==> src/rtl/dls_pkg.sv <==
package dls_pkg;

    typedef enum logic [1:0] {
        ST_IDLE = 2'd0,
        ST_GAP  = 2'd1,
        ST_LOW  = 2'd2,
        ST_HIGH = 2'd3
    } step_e;

    typedef struct packed {
        logic accept;
        logic low;
        logic high;
        logic busy;
    } step_ctl_t;

    function automatic logic step_pops(input step_ctl_t c);
        return c.accept | c.low;
    endfunction

endpackage

==> src/rtl/dls_lifo.sv <==
module dls_lifo #(
    parameter int W     = 48,
    parameter int DEPTH = 8
) (
    input  logic         clk,
    input  logic         rst,
    input  logic         push_i,
    input  logic [W-1:0] push_data_i,
    input  logic         pop_i,
    output logic [W-1:0] top_o,
    output logic         empty_o
);
    localparam int CW = $clog2(DEPTH + 1);

    logic [CW-1:0] cnt_q;
    logic [W-1:0]  mem_q [DEPTH];
    logic          full;
    logic          do_push;
    logic          do_pop;

    assign full    = (cnt_q == CW'(DEPTH));
    assign empty_o = (cnt_q == '0);
    assign do_push = push_i && !full;
    assign do_pop  = pop_i && !empty_o;

    for (genvar i = 0; i < DEPTH; i++) begin : g_slot
        always_ff @(posedge clk) begin
            if (rst) begin
                mem_q[i] <= '0;
            end else if (do_push && cnt_q == CW'(i)) begin
                mem_q[i] <= push_data_i;
            end
        end
    end

    always_comb begin
        top_o = '0;
        for (int i = 0; i < DEPTH; i++) begin
            if (cnt_q == CW'(i + 1)) top_o = mem_q[i];
        end
    end

    always_ff @(posedge clk) begin
        if (rst) begin
            cnt_q <= '0;
        end else if (do_push && !do_pop) begin
            cnt_q <= cnt_q + 1'b1;
        end else if (do_pop && !do_push) begin
            cnt_q <= cnt_q - 1'b1;
        end
    end

    // occupancy never exceeds the depth
    a_r5_depth_bound: assert property (@(posedge clk) disable iff (rst)
        cnt_q <= CW'(DEPTH));

    // a push into a full stack leaves the occupancy unchanged
    a_r5_full_push_held: assert property (@(posedge clk) disable iff (rst)
        (full && push_i && !pop_i) |=> $stable(cnt_q));

    // a pop from an empty stack keeps it empty
    a_r7_empty_pop_held: assert property (@(posedge clk) disable iff (rst)
        (empty_o && pop_i && !push_i) |=> empty_o);

endmodule

==> src/rtl/dls_adder.sv <==
module dls_adder #(
    parameter int W      = 48,
    parameter bit RIPPLE = 1'b0
) (
    input  logic [W-1:0] a_i,
    input  logic [W-1:0] b_i,
    input  logic         cin_i,
    output logic [W-1:0] sum_o
);
    if (RIPPLE) begin : g_ripple
        logic [W:0] c;
        assign c[0] = cin_i;
        for (genvar i = 0; i < W; i++) begin : g_bit
            assign sum_o[i] = a_i[i] ^ b_i[i] ^ c[i];
            assign c[i+1]   = (a_i[i] & b_i[i]) | (c[i] & (a_i[i] ^ b_i[i]));
        end
    end else begin : g_flat
        assign sum_o = a_i + b_i + {{(W-1){1'b0}}, cin_i};
    end
endmodule

==> src/rtl/dls_seq.sv <==
module dls_seq
    import dls_pkg::*;
(
    input  logic      clk,
    input  logic      rst,
    input  logic      start,
    output step_ctl_t ctl_o,
    output logic      done_o
);
    step_e state_q;
    step_e state_d;

    always_comb begin
        ctl_o.accept = (state_q == ST_IDLE) && start;
        ctl_o.low    = (state_q == ST_LOW);
        ctl_o.high   = (state_q == ST_HIGH);
        ctl_o.busy   = (state_q != ST_IDLE);
        unique case (state_q)
            ST_IDLE: state_d = start ? ST_GAP : ST_IDLE;
            ST_GAP:  state_d = ST_LOW;
            ST_LOW:  state_d = ST_HIGH;
            ST_HIGH: state_d = ST_IDLE;
            default: state_d = ST_IDLE;
        endcase
    end

    always_ff @(posedge clk) begin
        if (rst) begin
            state_q <= ST_IDLE;
            done_o  <= 1'b0;
        end else begin
            state_q <= state_d;
            done_o  <= (state_q == ST_HIGH);
        end
    end

    // the steps run in fixed order
    a_r1_gap_then_low: assert property (@(posedge clk) disable iff (rst)
        (state_q == ST_GAP) |=> (state_q == ST_LOW));
    a_r1_low_then_high: assert property (@(posedge clk) disable iff (rst)
        (state_q == ST_LOW) |=> (state_q == ST_HIGH));
    a_r1_high_then_done: assert property (@(posedge clk) disable iff (rst)
        (state_q == ST_HIGH) |=> (done_o && state_q == ST_IDLE));
    // done lasts one cycle
    a_r1_done_single: assert property (@(posedge clk) disable iff (rst)
        done_o |=> !done_o);
    // a start during a running operation starts nothing
    a_r8_busy_start: assert property (@(posedge clk) disable iff (rst)
        (ctl_o.busy && start) |=> (state_q != ST_GAP));

endmodule

==> src/rtl/dword_stack_sub.sv <==
module dword_stack_sub
    import dls_pkg::*;
#(
    parameter int W      = 48,
    parameter int DEPTH  = 8,
    parameter bit RIPPLE = 1'b0
) (
    input  logic         clk,
    input  logic         rst,
    input  logic         start,
    input  logic [W-1:0] sub_hi_i,
    input  logic [W-1:0] sub_lo_i,
    input  logic [W-1:0] min_lo_i,
    input  logic         push_i,
    input  logic [W-1:0] push_data_i,
    output logic [W-1:0] res_hi_o,
    output logic [W-1:0] res_lo_o,
    output logic [W-1:0] refill_o,
    output logic         done_o,
    output logic         err_o,
    output logic         empty_o
);
    localparam logic [W-1:0] MAG_MASK = {1'b0, {(W-1){1'b1}}};

    step_ctl_t    ctl;
    logic         stk_push;
    logic [W-1:0] stk_top;
    logic         stk_empty;

    logic [W-1:0] sh_q, sl_q, ml_q, mh_q;
    logic [W-1:0] hi_q, lo_q, refill_q;
    logic         err_q;

    logic [W-1:0] add_a, add_b, add_sum;
    logic         add_cin;

    dls_seq u_seq (
        .clk    (clk),
        .rst    (rst),
        .start  (start),
        .ctl_o  (ctl),
        .done_o (done_o)
    );

    assign stk_push = push_i && !ctl.busy && !start;

    dls_lifo #(.W(W), .DEPTH(DEPTH)) u_lifo (
        .clk         (clk),
        .rst         (rst),
        .push_i      (stk_push),
        .push_data_i (push_data_i),
        .pop_i       (step_pops(ctl)),
        .top_o       (stk_top),
        .empty_o     (stk_empty)
    );

    // Low pass: magnitudes only, complemented subtrahend, carry 1.
    // High pass: stack word plus complemented high subtrahend, carry from low sign.
    always_comb begin
        if (ctl.low) begin
            add_a   = ml_q & MAG_MASK;
            add_b   = ~sl_q & MAG_MASK;
            add_cin = 1'b1;
        end else begin
            add_a   = mh_q;
            add_b   = ~sh_q;
            add_cin = lo_q[W-1];
        end
    end

    dls_adder #(.W(W), .RIPPLE(RIPPLE)) u_adder (
        .a_i   (add_a),
        .b_i   (add_b),
        .cin_i (add_cin),
        .sum_o (add_sum)
    );

    always_ff @(posedge clk) begin
        if (rst) begin
            sh_q     <= '0;
            sl_q     <= '0;
            ml_q     <= '0;
            mh_q     <= '0;
            hi_q     <= '0;
            lo_q     <= '0;
            refill_q <= '0;
            err_q    <= 1'b0;
        end else begin
            if (ctl.accept) begin
                sh_q  <= sub_hi_i;
                sl_q  <= sub_lo_i;
                ml_q  <= min_lo_i;
                mh_q  <= stk_top;
                err_q <= stk_empty;
            end
            if (ctl.low) begin
                lo_q     <= add_sum;
                refill_q <= stk_top;
                if (stk_empty) err_q <= 1'b1;
            end
            if (ctl.high) begin
                hi_q      <= add_sum;
                lo_q[W-1] <= 1'b0;
            end
        end
    end

    assign res_hi_o = hi_q;
    assign res_lo_o = lo_q;
    assign refill_o = refill_q;
    assign err_o    = err_q;
    assign empty_o  = stk_empty;

    logic [2*W-2:0] wide_diff;
    assign wide_diff = {mh_q, ml_q[W-2:0]} - {sh_q, sl_q[W-2:0]};

    // the two-pass result matches a single wide subtraction of the captured operands
    a_r2_wide_match: assert property (@(posedge clk) disable iff (rst)
        done_o |-> ({hi_q, lo_q[W-2:0]} == wide_diff));
    // the low result sign is cleared by the time results are valid
    a_r3_lo_sign_clear: assert property (@(posedge clk) disable iff (rst)
        done_o |-> !res_lo_o[W-1]);
    // an accepting pop from an empty stack flags an error
    a_r7_err_on_accept: assert property (@(posedge clk) disable iff (rst)
        (ctl.accept && stk_empty) |=> err_o);
    // an empty refill read hands out zero
    a_r6_refill_zero: assert property (@(posedge clk) disable iff (rst)
        (ctl.low && stk_empty) |=> (refill_o == '0 && err_o));

endmodule

==> config.mk <==
export PLATFORM = sky130hd
export DESIGN_NAME = dword_stack_sub
export DESIGN_NICKNAME = d
export VERILOG_FILES = /design/src/rtl/dls_pkg.sv /design/src/rtl/dls_lifo.sv /design/src/rtl/dls_adder.sv /design/src/rtl/dls_seq.sv /design/src/rtl/dword_stack_sub.sv
export SDC_FILE = /design/constraint.sdc
export NUM_CORES = 1
export LEC_CHECK = 0
export ABC_CLOCK_PERIOD_IN_PS = 4000
export BUFFER_PORTS_ARGS = -buffer_cell sky130_fd_sc_hd__buf_4
export CORE_ASPECT_RATIO = 0.6
export CORE_MARGIN = 2
export CORE_UTILIZATION = 39
export CTS_CLUSTER_DIAMETER = 30
export DETAILED_ROUTE_END_ITERATION = 8
export PLACE_DENSITY_LB_ADDON = 0.12
export SYNTH_ARGS = -nofsm -noshare
export SYNTH_HDL_FRONTEND = slang
export SYNTH_SLANG_ARGS = --single-unit
==> constraint.sdc <==
create_clock -name clk -period 4 [get_ports clk]
set_input_delay 0.2 -clock clk [delete_from_list [all_inputs] [get_ports clk]]
set_output_delay 0.2 -clock clk [all_outputs]
set_load 0.01 [all_outputs]
* After elaboration in Yosys (flattened, before gate mapping) *
Memories as Yosys holds them, arrays and structs flattened.
Cells that the tools add are included.

word-level totals
  memory bits (writable) = 384
  logic and storage cells = 117
  bits in registers = 342
  output and inout port bits = 147
  input port bits = 196
  memories = 1

memories
  name          words  bits a word  read ports  clocked after Yosys merged registers in  wr ports  line            text
  u_lifo.mem_q  8      48           8           0                                        8         dls_lifo.sv:16  logic [W-1:0] mem_q [DEPTH];

cells by class
  reductions and logical operators = 26
  multiplexer cells = 52
  equality and inequality tests = 11
  bitwise operators = 11
  add/subtract/negate cells = 4

operators by type and width
  kind                 number
  $mux 48              18
  $add 48x1->48        1
  $add 48x48->48       1
  $not 48->48          1
  $not 47->47          1
  $mux 1               31
  $eq 4x3->1 const B   4
  $logic_and 1x1->1    15
  $or 1x1->1           9
  $eq 4x2->1 const B   2
  $mux 4               2
  $pmux 2 s4           1
  $logic_not 1->1      6
  $add 4x1->4 const B  1
  $eq 2x2->1 const B   2
  $eq 4x1->1 const B   1
  $eq 4x4->1 const B   1
  $logic_not 4->1      1
  $reduce_bool 2->1    2
  $sub 4x1->4 const B  1
  $eq 2x1->1 const B   1
  $logic_not 2->1      1
  $reduce_or 2->1      1

* Longest topological paths before layout *
Gate-level depths: netlist of run 1.

  depth after elaboration = 10
  gate-level depth with buffers = 18
  mapped depth without buffers = 15

* By module *
A second synthesis of run 1 with hierarchy kept.

unflattened totals
  cell total of the unflattened synthesis = 3253
  area total of the unflattened synthesis = 34695.8 um^2

by module, submodules not included
  module           times used  area an instance (um^2)  cells each  sequential area each (um^2)
  dls_lifo         1           18611.6                  1637        11611.1
  dword_stack_sub  1           13063.8                  1192        6706.4
  dls_adder        1           2866.5                   409         0.0
  dls_seq          1           153.9                    15          60.1

* Worst setup path before layout of run 1 *
OpenSTA, ideal clock, no wires.

  path type = reg2reg
  start point = register u_seq.state_q[0]
  end point = register lo_q[36], in the netlist res_lo_o[36]
  cell stages (with the launch flop) = 19
  path buffers = 3
  path slack = -0.344 ns
  arrival time = 4.217 ns
  cell sequence = dfxtp_1 inv_1 ha_1 clkbuf_1 clkbuf_1 buf_1 mux2_2 fa_1 inv_1 fa_1 a21oi_1 nor2_1 or2_1 a31oi_1 o31a_1 a211oi_2 a21oi_1 and4_1 or3_1

between the ends
  longest elaborated chain between the ends = 4
  elaborated cells between the ends (all ways) = 6
  classes of those cells = add/sub: 2; eq/ne: 1; mux: 3

RTL lines
  what                      line                   text
  start: declaration        dls_seq.sv:10          step_e state_q;
  start signal: assignment  dls_seq.sv:32          state_q <= state_d;
  $eq 2x2->1 (*)            dls_seq.sv:15          ctl_o.low = (state_q == ST_LOW);
  $mux 48                   dword_stack_sub.sv:60  if (ctl.low) begin
  $add 48x48->48            dls_adder.sv:18        assign sum_o = a_i + b_i + {{(W-1){1'b0}}, cin_i};
  $add 48x1->48             dls_adder.sv:18
  end signal: assignment    dword_stack_sub.sv:97  lo_q <= add_sum;
  end: declaration          dword_stack_sub.sv:31  logic [W-1:0] hi_q, lo_q, refill_q;

Every way passes the cells marked *; elsewhere a longest branch is shown, timed or not.
A chain may end at the register's enable or synchronous reset.

* Final worst setup path of run 1 *
  start point = register u_seq.state_q[0]
  end point = register hi_q[47], in the netlist res_hi_o[47]

between the ends
  longest elaborated chain between the ends = 4
  elaborated cells between the ends (all ways) = 7
  classes of those cells = add/sub: 2; eq/ne: 2; mux: 3

RTL lines
  what                    line                    text
  $eq 2x2->1              dls_seq.sv:15
  $mux 48                 dword_stack_sub.sv:60
  $add 48x48->48          dls_adder.sv:18
  $add 48x1->48           dls_adder.sv:18
  end signal: assignment  dword_stack_sub.sv:102  hi_q <= add_sum;
  end: declaration        dword_stack_sub.sv:31

Several ways; a longest one is shown, not always the timed one.

==> results of run 1 <==
[state kept, by name, summed over array words and instances (netlist names), 2 cells and up]
name           count
u_lifo.cnt_q       4
res_hi_o          48
u_seq.state_q      2
sh_q              48
u_lifo.mem_q     384
refill_o          48
sl_q              47
res_lo_o          48
mh_q              48
ml_q              47
[Yosys cell counts (13+ instances only)]
master	count
nor3_1	18
or3_1	13
a22oi_1	48
a221oi_1	97
nand2_1	356
nor2_1	357
dfxtp_1	342
and2_1	395
a21o_1	22
ha_1	56
inv_1	20
a211oi_1	161
nand2b_1	21
o21ai_0	26
mux2_2	47
buf_1	32
o22ai_1	13
xor2_1	14
clkbuf_1	208
a21oi_1	257
nand3_1	13
edfxtp_1	384
xnor2_1	26
mux2i_1	107
nor3b_1	20
[layout make-up]
type / instances / area share
Clock buffer: 141 / 0.0731
Tap cell: 1134 / 0.0319
Inverter: 20 / 0.00175
Timing Repair Buffer: 732 / 0.141
Multi-Input combinational cell: 2184 / 0.316
Antenna cell: 1 / 0.0000563
Clock inverter: 84 / 0.0228
Sequential cell: 726 / 0.414
[how the worst max path moves through the flow]
stage	start	end	slack [ps]	cells past startpoint
6_report	u_seq.state_q[0]	res_hi_o[47]	30	14
5_1_grt	u_seq.state_q[0]	res_lo_o[35]	-40	17
4_1_cts	u_seq.state_q[0]	res_lo_o[43]	-5	17
3_5_place_dp	u_seq.state_q[0]	res_lo_o[43]	-220	17
3_3_place_gp	u_seq.state_q[0]	res_lo_o[38]	-220	15
2_1_floorplan	u_seq.state_q[0]	res_lo_o[36]	20	18
[cell families (layout without fill, tap and decap cells)]
group           count (synthesis)  after routing  share of synthesized area
xor+xnor                       40             40                     0.0107
buf+inv                       265            977                     0.0307
fa+ha+maj                      58             58                     0.0226
flops                         726            726                      0.561
other cells                     0              1                          0
mux                           154            154                     0.0488
simple gates                 1251           1251                      0.186
compound gates                681            681                      0.140
[power by group through the flow]
stage               logic, W  clock network, W  registers (W)
floorplan            0.00376                 0        0.00898
global placement     0.00689                 0        0.00903
detailed placement   0.00695                 0        0.00905
CTS                  0.00721            0.0110        0.00891
global route         0.00827            0.0113        0.00898
finish               0.00761            0.0108        0.00891
[metal layers]
metal	share of wire	routed length [um]	vias up	GRT usage
met4	0.015	1590	2	0.0543
li1	-	-	12600	-
met2	0.47	47700	566	0.373
met3	0.043	4450	117	0.0349
met1	0.48	48700	12900	0.336
met5	0.00016	16	-	0
[repair_timing]
action	4_1_cts	5_1_grt
cloned	1	1
endpoints found under the hold margin	527	0
endpoints found under the setup margin	19	35
hold buffers	191	0
resized for setup	17	104
pin swaps	2	25
setup buffers	0	11
[worst max-delay path: stages (launching register included)]
cell and delay, ps:
dfxtp_4 350, inv_4 70, ha_4 250, buf_8 170, mux2_4 310, ha_4 270
nand4_1 160, or2_4 290, or4_4 550, a31oi_4 320, o31ai_4 130, a2111o_1 440
a31oi_4 260, xnor2_2 150, a211oi_2 90
[metrics by stage]
stage	utilization	instance area, um2	TNS, ps	hold WS (ps)
6_report	0.533	44400	0	17.2
5_1_grt	0.533	44400	-205	70.1
4_1_cts	0.526	43800	-5.23	12.7
3_5_place_dp	0.451	37500	-1650	445
3_3_place_gp	0.451	37500	-1330	442
2_1_floorplan	-	32800	0	336
==> results_dict.tcl, run 1 <==
set metrics [dict create \
    status "complete, no violations" \
    switching_share 0.310 \
    instances_no_fill 5022 \
    syn-num-nets 3429 \
    grt_overflow 0 \
    worst_slack_ps 31.4 \
    htreeDepth 3 \
    fin_skew_ps 18.8 \
    regArea_um2 18400 \
    power.switching_w 0.00847 \
    via_count 26200 \
    layout_common_cells "buf_4 (515), and2_1 (391), edfxtp_1 (384), nand2_1 (351), nor2_1 (347)" \
    hold_path_startpoint "rst" \
    antenna_found_initial 4 \
    globalplace.congestion 0.873 \
    dp_hpwl_mm 70.3 \
    ant_nets 0 \
    cap_violations 0 \
    fin_nets 4037 \
    regToRegStartpoint "u_seq.state_q[0]" \
    dr.pass1.iters 6 \
    finalHoldViolCount 0 \
    grt_pass1_wl_mm 158 \
    dp_cells 4593 \
    path_clk_slew_ps 50 \
    p_int_w 0.0188 \
    die-area_um2 86400 \
    r2r_end "res_hi_o[47]" \
    cp_max_fo 6 \
    yosys.area.top_type "edfxtp_1" \
    initial_core_util 0.393 \
    pwr-share-clk 0.395 \
    max_slew.worst_pin.slew_ps 1060 \
    clock_latency_ps 700 \
    hold_depth 2 \
    multi_input_comb_area_um2 14000 \
    grt_use_total 0.234 \
    synth.yosys.seq_area_share 0.561 \
    synth.cell_area_um2 32800 \
    slew_headroom 0.294 \
    pre_cts_ws_ps -221 \
    period_share 0.992 \
    hold_class "primary input to flip-flop" \
    portBuffers 340 \
    io-pin-count 343 \
    post_drt_wl_per_cell_um 20.4 \
    synth_top_cell_area_share 0.352 \
    core.rowCount 82 \
    reg2reg_depth 14 \
    cp-start-kind "flip-flop" \
    fmax_ghz 0.252 \
    peakVddDrop_mv 0.303 \
    min_period_ps 3970 \
    p_seq_frac 0.326 \
    arrival_ps 4500 \
    root_buffer "clkbuf_16" \
    synth_flop_cell "edfxtp_1" \
    synth.distinct_cells 69 \
    cts.sinks 726 \
    drc_errors 0 \
    die_x_um 378 \
    worst_hold_path.endpoint "res_hi_o[23]" \
    wl_mm 102 \
    rsz0062_at_grt "yes" \
    rrSetupSlack_ps 30 \
    drive_gt1_frac 0.234 \
    cts_buffers 119 \
    p_leak_nw 17.5 \
    die_h_um 229 \
    p_total_w 0.0273 \
    vias_per_cell 5.22 \
    yosysWarnings 0 \
    cts_tree "done" \
    required_ps 4540 \
    ys_ff_latch 726 \
    fillers 7401 \
    avgSynthCellArea_um2 10.3 \
    p_comb_frac 0.279 \
    syn_inst 3175 \
    areaGrowthSynthToFinish_pct 35.6 \
    yosys-top-cells-area "edfxtp_1 (35%), dfxtp_1 (21%), and2_1 (7.5%)" \
    grt_max_degree 240 \
    final_common_cell "buf_4" \
    coreArea_um2 83300 \
    end_kind "flip-flop" \
    cts_buffer_depth 3 \
    finalSetupViolCount 0 \
    power.density_nw_per_um2 615 \
    grt_pass1_vias 26600 \
    synth_edf_count 384 \
    slew_violations 0 \
    drt_iter0_drc 1832 \
    worstSetupPathType "flip-flop to flip-flop" \
    ys_async_sr_fraction 0 \
]
No activity file was read; power rests on OpenSTA's default activity.
==> run 2: changes to the inputs <==
--- a/config.mk
+++ b/config.mk
@@ -8,7 +8,6 @@
 export ABC_CLOCK_PERIOD_IN_PS = 4000
 export BUFFER_PORTS_ARGS = -buffer_cell sky130_fd_sc_hd__buf_4
 export CORE_ASPECT_RATIO = 0.6
-export CORE_MARGIN = 2
 export CORE_UTILIZATION = 39
 export CTS_CLUSTER_DIAMETER = 30
 export DETAILED_ROUTE_END_ITERATION = 8
==> results_dict.tcl, run 2 (synthesis results as in run 1) <==
set metrics [dict create \
    status "complete, no violations" \
    via_count 26500 \
    dp_cells 4585 \
    grt_pass1_wl_mm 156 \
    portBuffers 340 \
    path_cells "buf_6 -> ha_4 -> mux2_4 -> fa_2 -> inv_2 -> fa_2 -> a21oi_4 -> nor2_4 -> or2_1 -> a31oi_1 -> buf_4 -> o31a_1 -> buf_6 -> a211oi_4 -> a21oi_2 -> and4_1 -> or3_1" \
    cp_max_fo 5 \
    cp-start-kind "flip-flop" \
    cts_buffer_depth 3 \
    reg2reg_depth 17 \
    critPathLaunch "u_seq.state_q[1]" \
    dp_hpwl_mm 68.7 \
    die_h_um 227 \
    worst_slack_ps 74.5 \
    power.density_nw_per_um2 616 \
    peakVddDrop_mv 0.394 \
    die_x_um 376 \
    fillers 7153 \
    fmax_ghz 0.255 \
    die-area_um2 85200 \
    dr.pass1.iters 5 \
    cp_num_buf_inv 4 \
    root_buffer "clkbuf_16" \
    grt_max_degree 240 \
    hold_path_startpoint "push_i" \
    initial_core_util 0.398 \
    io-pin-count 343 \
    cp_top_family "compound AO/OA/AOI/OAI gates" \
    globalplace.congestion 0.844 \
    layout_common_cells "buf_4 (520), and2_1 (389), edfxtp_1 (384), nand2_1 (351), nor2_1 (346)" \
    grt_overflow 0 \
    areaGrowthSynthToFinish_pct 36.6 \
    final_common_cell "buf_4" \
    arrival_ps 4500 \
    end_kind "flip-flop" \
    drc_errors 0 \
    cts_tree "done" \
    period_share 0.981 \
    finalHoldViolCount 0 \
    htreeDepth 3 \
    post_drt_wl_per_cell_um 20.6 \
    antenna_found_initial 3 \
    required_ps 4570 \
    clock_latency_ps 700 \
    instances_no_fill 5030 \
    vias_per_cell 5.27 \
    r2r_end "res_hi_o[36]" \
    slew_headroom 0.312 \
    path_clk_slew_ps 60 \
    grt_use_total 0.237 \
    fin_skew_ps 20.1 \
    final_util 0.544 \
    p_total_w 0.0276 \
    rsz0062_at_grt "yes" \
    p_leak_nw 17.6 \
    drive_gt1_frac 0.242 \
    cts.sinks 726 \
    ant_nets 0 \
    finalSetupViolCount 0 \
    worstSetupPathType "flip-flop to flip-flop" \
    min_period_ps 3930 \
    drt_iter0_drc 1845 \
    cap_violations 0 \
    fin_nets 4055 \
    regArea_um2 18400 \
    hold_class "primary input to flip-flop" \
    worst_hold_path.endpoint "u_lifo.mem_q[0][58]" \
    regToRegStartpoint "u_seq.state_q[1]" \
    multi_input_comb_area_um2 14100 \
    slowest_stage "fa_2" \
    wl_mm 104 \
    core.rowCount 81 \
    max_slew.worst_pin.slew_ps 1030 \
    grt_pass1_vias 26500 \
    max_stage_delay_ps 450 \
    rrSetupSlack_ps 70 \
    cts_buffers 121 \
    top_register "u_lifo.mem_q" \
    pre_cts_ws_ps -420 \
    slew_violations 0 \
    largest_register_ffs 384 \
    hold_depth 3 \
    coreArea_um2 82300 \
]
run 2: worst register-to-register path: cells and delay by family (launching register included):
family / cells / cell delay, ps
compound gates: 5 / 950
fa+ha+maj: 3 / 880
flops: 1 / 370
simple gates: 4 / 800
buf+inv: 4 / 490
mux: 1 / 330
run 2: report_power, final:
| group | switching [W] | internal, W | leakage [nW] | total, W |
|---|---|---|---|---|
| clock | 0.00388 | 0.00705 | 2.07 | 0.0109 |
| combinational | 0.00437 | 0.00337 | 8.74 | 0.00774 |
| sequential | 0.000372 | 0.00853 | 6.77 | 0.00891 |
run 2: worst max path at each step:
| stage | to | cells past startpoint |
|---|---|---|
| after floorplan | res_lo_o[36] | 18 |
| after global placement | res_hi_o[38] | 18 |
| after detailed placement | res_hi_o[38] | 18 |
| after CTS | res_hi_o[36] | 16 |
| after global routing | res_lo_o[36] | 16 |
| final | res_hi_o[36] | 17 |
run 2: stage by stage:
stage	hold slack, ps	cell area (um2)	TNS [ps]
3_3_place_gp	439	37600	-1970
3_5_place_dp	445	37600	-3740
4_1_cts	213	44100	0
2_1_floorplan	336	32800	0
6_report	266	44800	0
5_1_grt	232	44800	-225
run 2: per-layer routing:
metal,GRT usage,vias up,part of all wire
met5,0,-,0.00013
met1,0.340,13100,0.47
met4,0.0543,2,0.016
met3,0.0438,128,0.053
li1,-,12600,-
met2,0.372,682,0.46
run 2: layout make-up:
type / count / area share
clock buffer: 145 / 0.0733
antenna: 2 / 0.000112
tap: 1120 / 0.0313
multi-input combinational: 2184 / 0.315
sequential: 726 / 0.411
clock inverter: 85 / 0.0235
inverter: 20 / 0.00173
timing repair buffer: 748 / 0.145
run 2: repair_timing:
item	4_1_cts	5_1_grt
endpoints found under the setup margin	30	31
cloned	2	2
gates resized for setup	46	95
hold endpoints to repair	533	0
buffers inserted	3	14
hold buffers	195	0
pin swaps	11	34
==> run 3: changes to the inputs <==
--- a/config.mk
+++ b/config.mk
@@ -7,10 +7,13 @@
 export LEC_CHECK = 0
 export ABC_CLOCK_PERIOD_IN_PS = 4000
 export BUFFER_PORTS_ARGS = -buffer_cell sky130_fd_sc_hd__buf_4
+export CELL_PAD_IN_SITES_DETAIL_PLACEMENT = 0
+export CELL_PAD_IN_SITES_GLOBAL_PLACEMENT = 2
 export CORE_ASPECT_RATIO = 0.6
-export CORE_UTILIZATION = 39
+export CORE_UTILIZATION = 35
 export CTS_CLUSTER_DIAMETER = 30
 export DETAILED_ROUTE_END_ITERATION = 8
+export HOLD_SLACK_MARGIN = 0.05
 export PLACE_DENSITY_LB_ADDON = 0.12
 export SYNTH_ARGS = -nofsm -noshare
 export SYNTH_HDL_FRONTEND = slang
==> results_dict.tcl, run 3 (synthesis results as in run 1) <==
set metrics [dict create \
    status "finished with violations" \
    failed_checks "DRC" \
    grt_pass1_wl_mm 165 \
    rsz0062_at_grt "yes" \
    cp_max_fo 5 \
    period_share 0.990 \
    top_register "u_lifo.mem_q" \
    path_clk_slew_ps 50 \
    slew_violations 0 \
    portBuffers 340 \
    via_count 26800 \
    slowest_stage "or4_4" \
    drive_gt1_frac 0.240 \
    ant_nets 0 \
    cp_top_family "compound AO/OA/AOI/OAI gates" \
    post_drt_wl_per_cell_um 21.4 \
    grt_overflow 0 \
    p_leak_nw 18.1 \
    die_h_um 239 \
    finalHoldViolCount 0 \
    drc_errors 26 \
    vias_per_cell 5.13 \
    finalSetupViolCount 0 \
    layout_common_cells "buf_4 (556), and2_1 (390), edfxtp_1 (384), nand2_1 (351), nor2_1 (347)" \
    max_slew.worst_pin.slew_ps 939 \
    cp_num_buf_inv 3 \
    htreeDepth 4 \
    arrival_ps 4580 \
    grt_use_total 0.232 \
    clock_latency_ps 720 \
    worst_slack_ps 40.7 \
    path_cells "inv_6 -> ha_4 -> buf_12 -> buf_4 -> mux2_4 -> ha_4 -> nand4_1 -> or2_4 -> or4_4 -> a31oi_4 -> o31ai_4 -> a2111o_1 -> a31oi_4 -> xnor2_2 -> a211oi_2" \
    grt_pass1_vias 26900 \
    root_buffer "clkbuf_16" \
    slew_headroom 0.374 \
    final_util 0.495 \
    min_period_ps 3960 \
    power.density_nw_per_um2 613 \
    final_common_cell "buf_4" \
    pre_cts_ws_ps -537 \
    instances_no_fill 5225 \
    p_total_w 0.0280 \
    peakVddDrop_mv 0.357 \
    initial_core_util 0.355 \
    required_ps 4620 \
    cp-start-kind "flip-flop" \
    dp_hpwl_mm 72.4 \
    cts_tree "done" \
    wl_mm 112 \
    cap_violations 0 \
    drt_iter0_drc 1737 \
    antenna_found_initial 2 \
    cts_buffers 131 \
    fmax_ghz 0.253 \
    dr.pass1.iters 7 \
    dp_cells 4720 \
    hold_class "primary input to flip-flop" \
    cts.sinks 726 \
    io-pin-count 343 \
    end_kind "flip-flop" \
    globalplace.congestion 0.843 \
    coreArea_um2 92200 \
    largest_register_ffs 384 \
    core.rowCount 86 \
    cts_buffer_depth 3 \
    die_x_um 397 \
    worstSetupPathType "flip-flop to flip-flop" \
    die-area_um2 94900 \
    areaGrowthSynthToFinish_pct 39.3 \
    grt_max_degree 119 \
    fin_nets 4147 \
    fin_skew_ps 24.4 \
    max_stage_delay_ps 550 \
]
run 3: cell count changes in the layout (fill, tap and decap cells not counted), sizes merged:
cell / before / now
dlygate4sd3: 195 / 245
clkinv: 33 / 32
clkbuf: 147 / 163
inv: 34 / 31
clkinvlp: 20 / 13
bufinv: 18 / 14
buf: 551 / 583
run 3: what timing repair did:
action | 4_1_cts | 5_1_grt
setup buffers | 5 | 20
gates resized for setup | 29 | 108
endpoints found under the setup margin | 30 | 37
hold buffers | 245 | 0
pin swaps | 6 | 38
endpoints found under the hold margin | 550 | 0
gates cloned | 0 | 2
run 3: worst min-delay path: stages:
cell	delay, ps
dlygate4sd3_1	520
buf_4	90
nand2_1	40
a21oi_1	100
run 3: power breakdown:
group          total, W  internal (W)  switching, W  leakage [nW]
clock            0.0110       0.00722       0.00381          2.12
sequential      0.00891       0.00854      0.000364          6.77
combinational   0.00802       0.00353       0.00450          9.21
total            0.0280        0.0193       0.00867          18.1
run 3: layer usage:
layer | part of all wire | vias up | wire length [um] | global-route usage
li1 | - | 12800 | - | -
met1 | 0.48 | 13100 | 53100 | 0.326
met2 | 0.45 | 688 | 49900 | 0.357
met3 | 0.051 | 176 | 5670 | 0.0380
met4 | 0.028 | 0 | 3070 | 0.0856
met5 | 0 | - | 0 | 0
run 3: area by class of cell:
cell class              count  area [um2]
multi-input cells        2184       14100
fillers                  8434       46600
diodes                      2        5.00
well taps                1232        1540
clock inverters            70         805
clock buffers             161        3560
inverters                  20        80.1
repair buffers            830        7170
flip-flops and latches    726       18400
run 3: final timing paths:
check	from	endpoint	slack [ps]	cells after the start
min reg2reg	sh_q[39]	sh_q[39]	450	2
min	sub_hi_i[40]	sh_q[40]	280	4
max reg2reg	u_seq.state_q[0]	res_hi_o[47]	40	15
max	u_seq.state_q[0]	res_hi_o[47]	40	15
run 3: through the flow:
stage                     instance area [um2]  hold slack, ps  setup TNS (ps)
after floorplan                         32800             336               0
after global placement                  37900             438           -3540
after detailed placement                37900             443           -4670
after CTS                               44900             229               0
after global routing                    45600             268            -166
final                                   45600             282               0
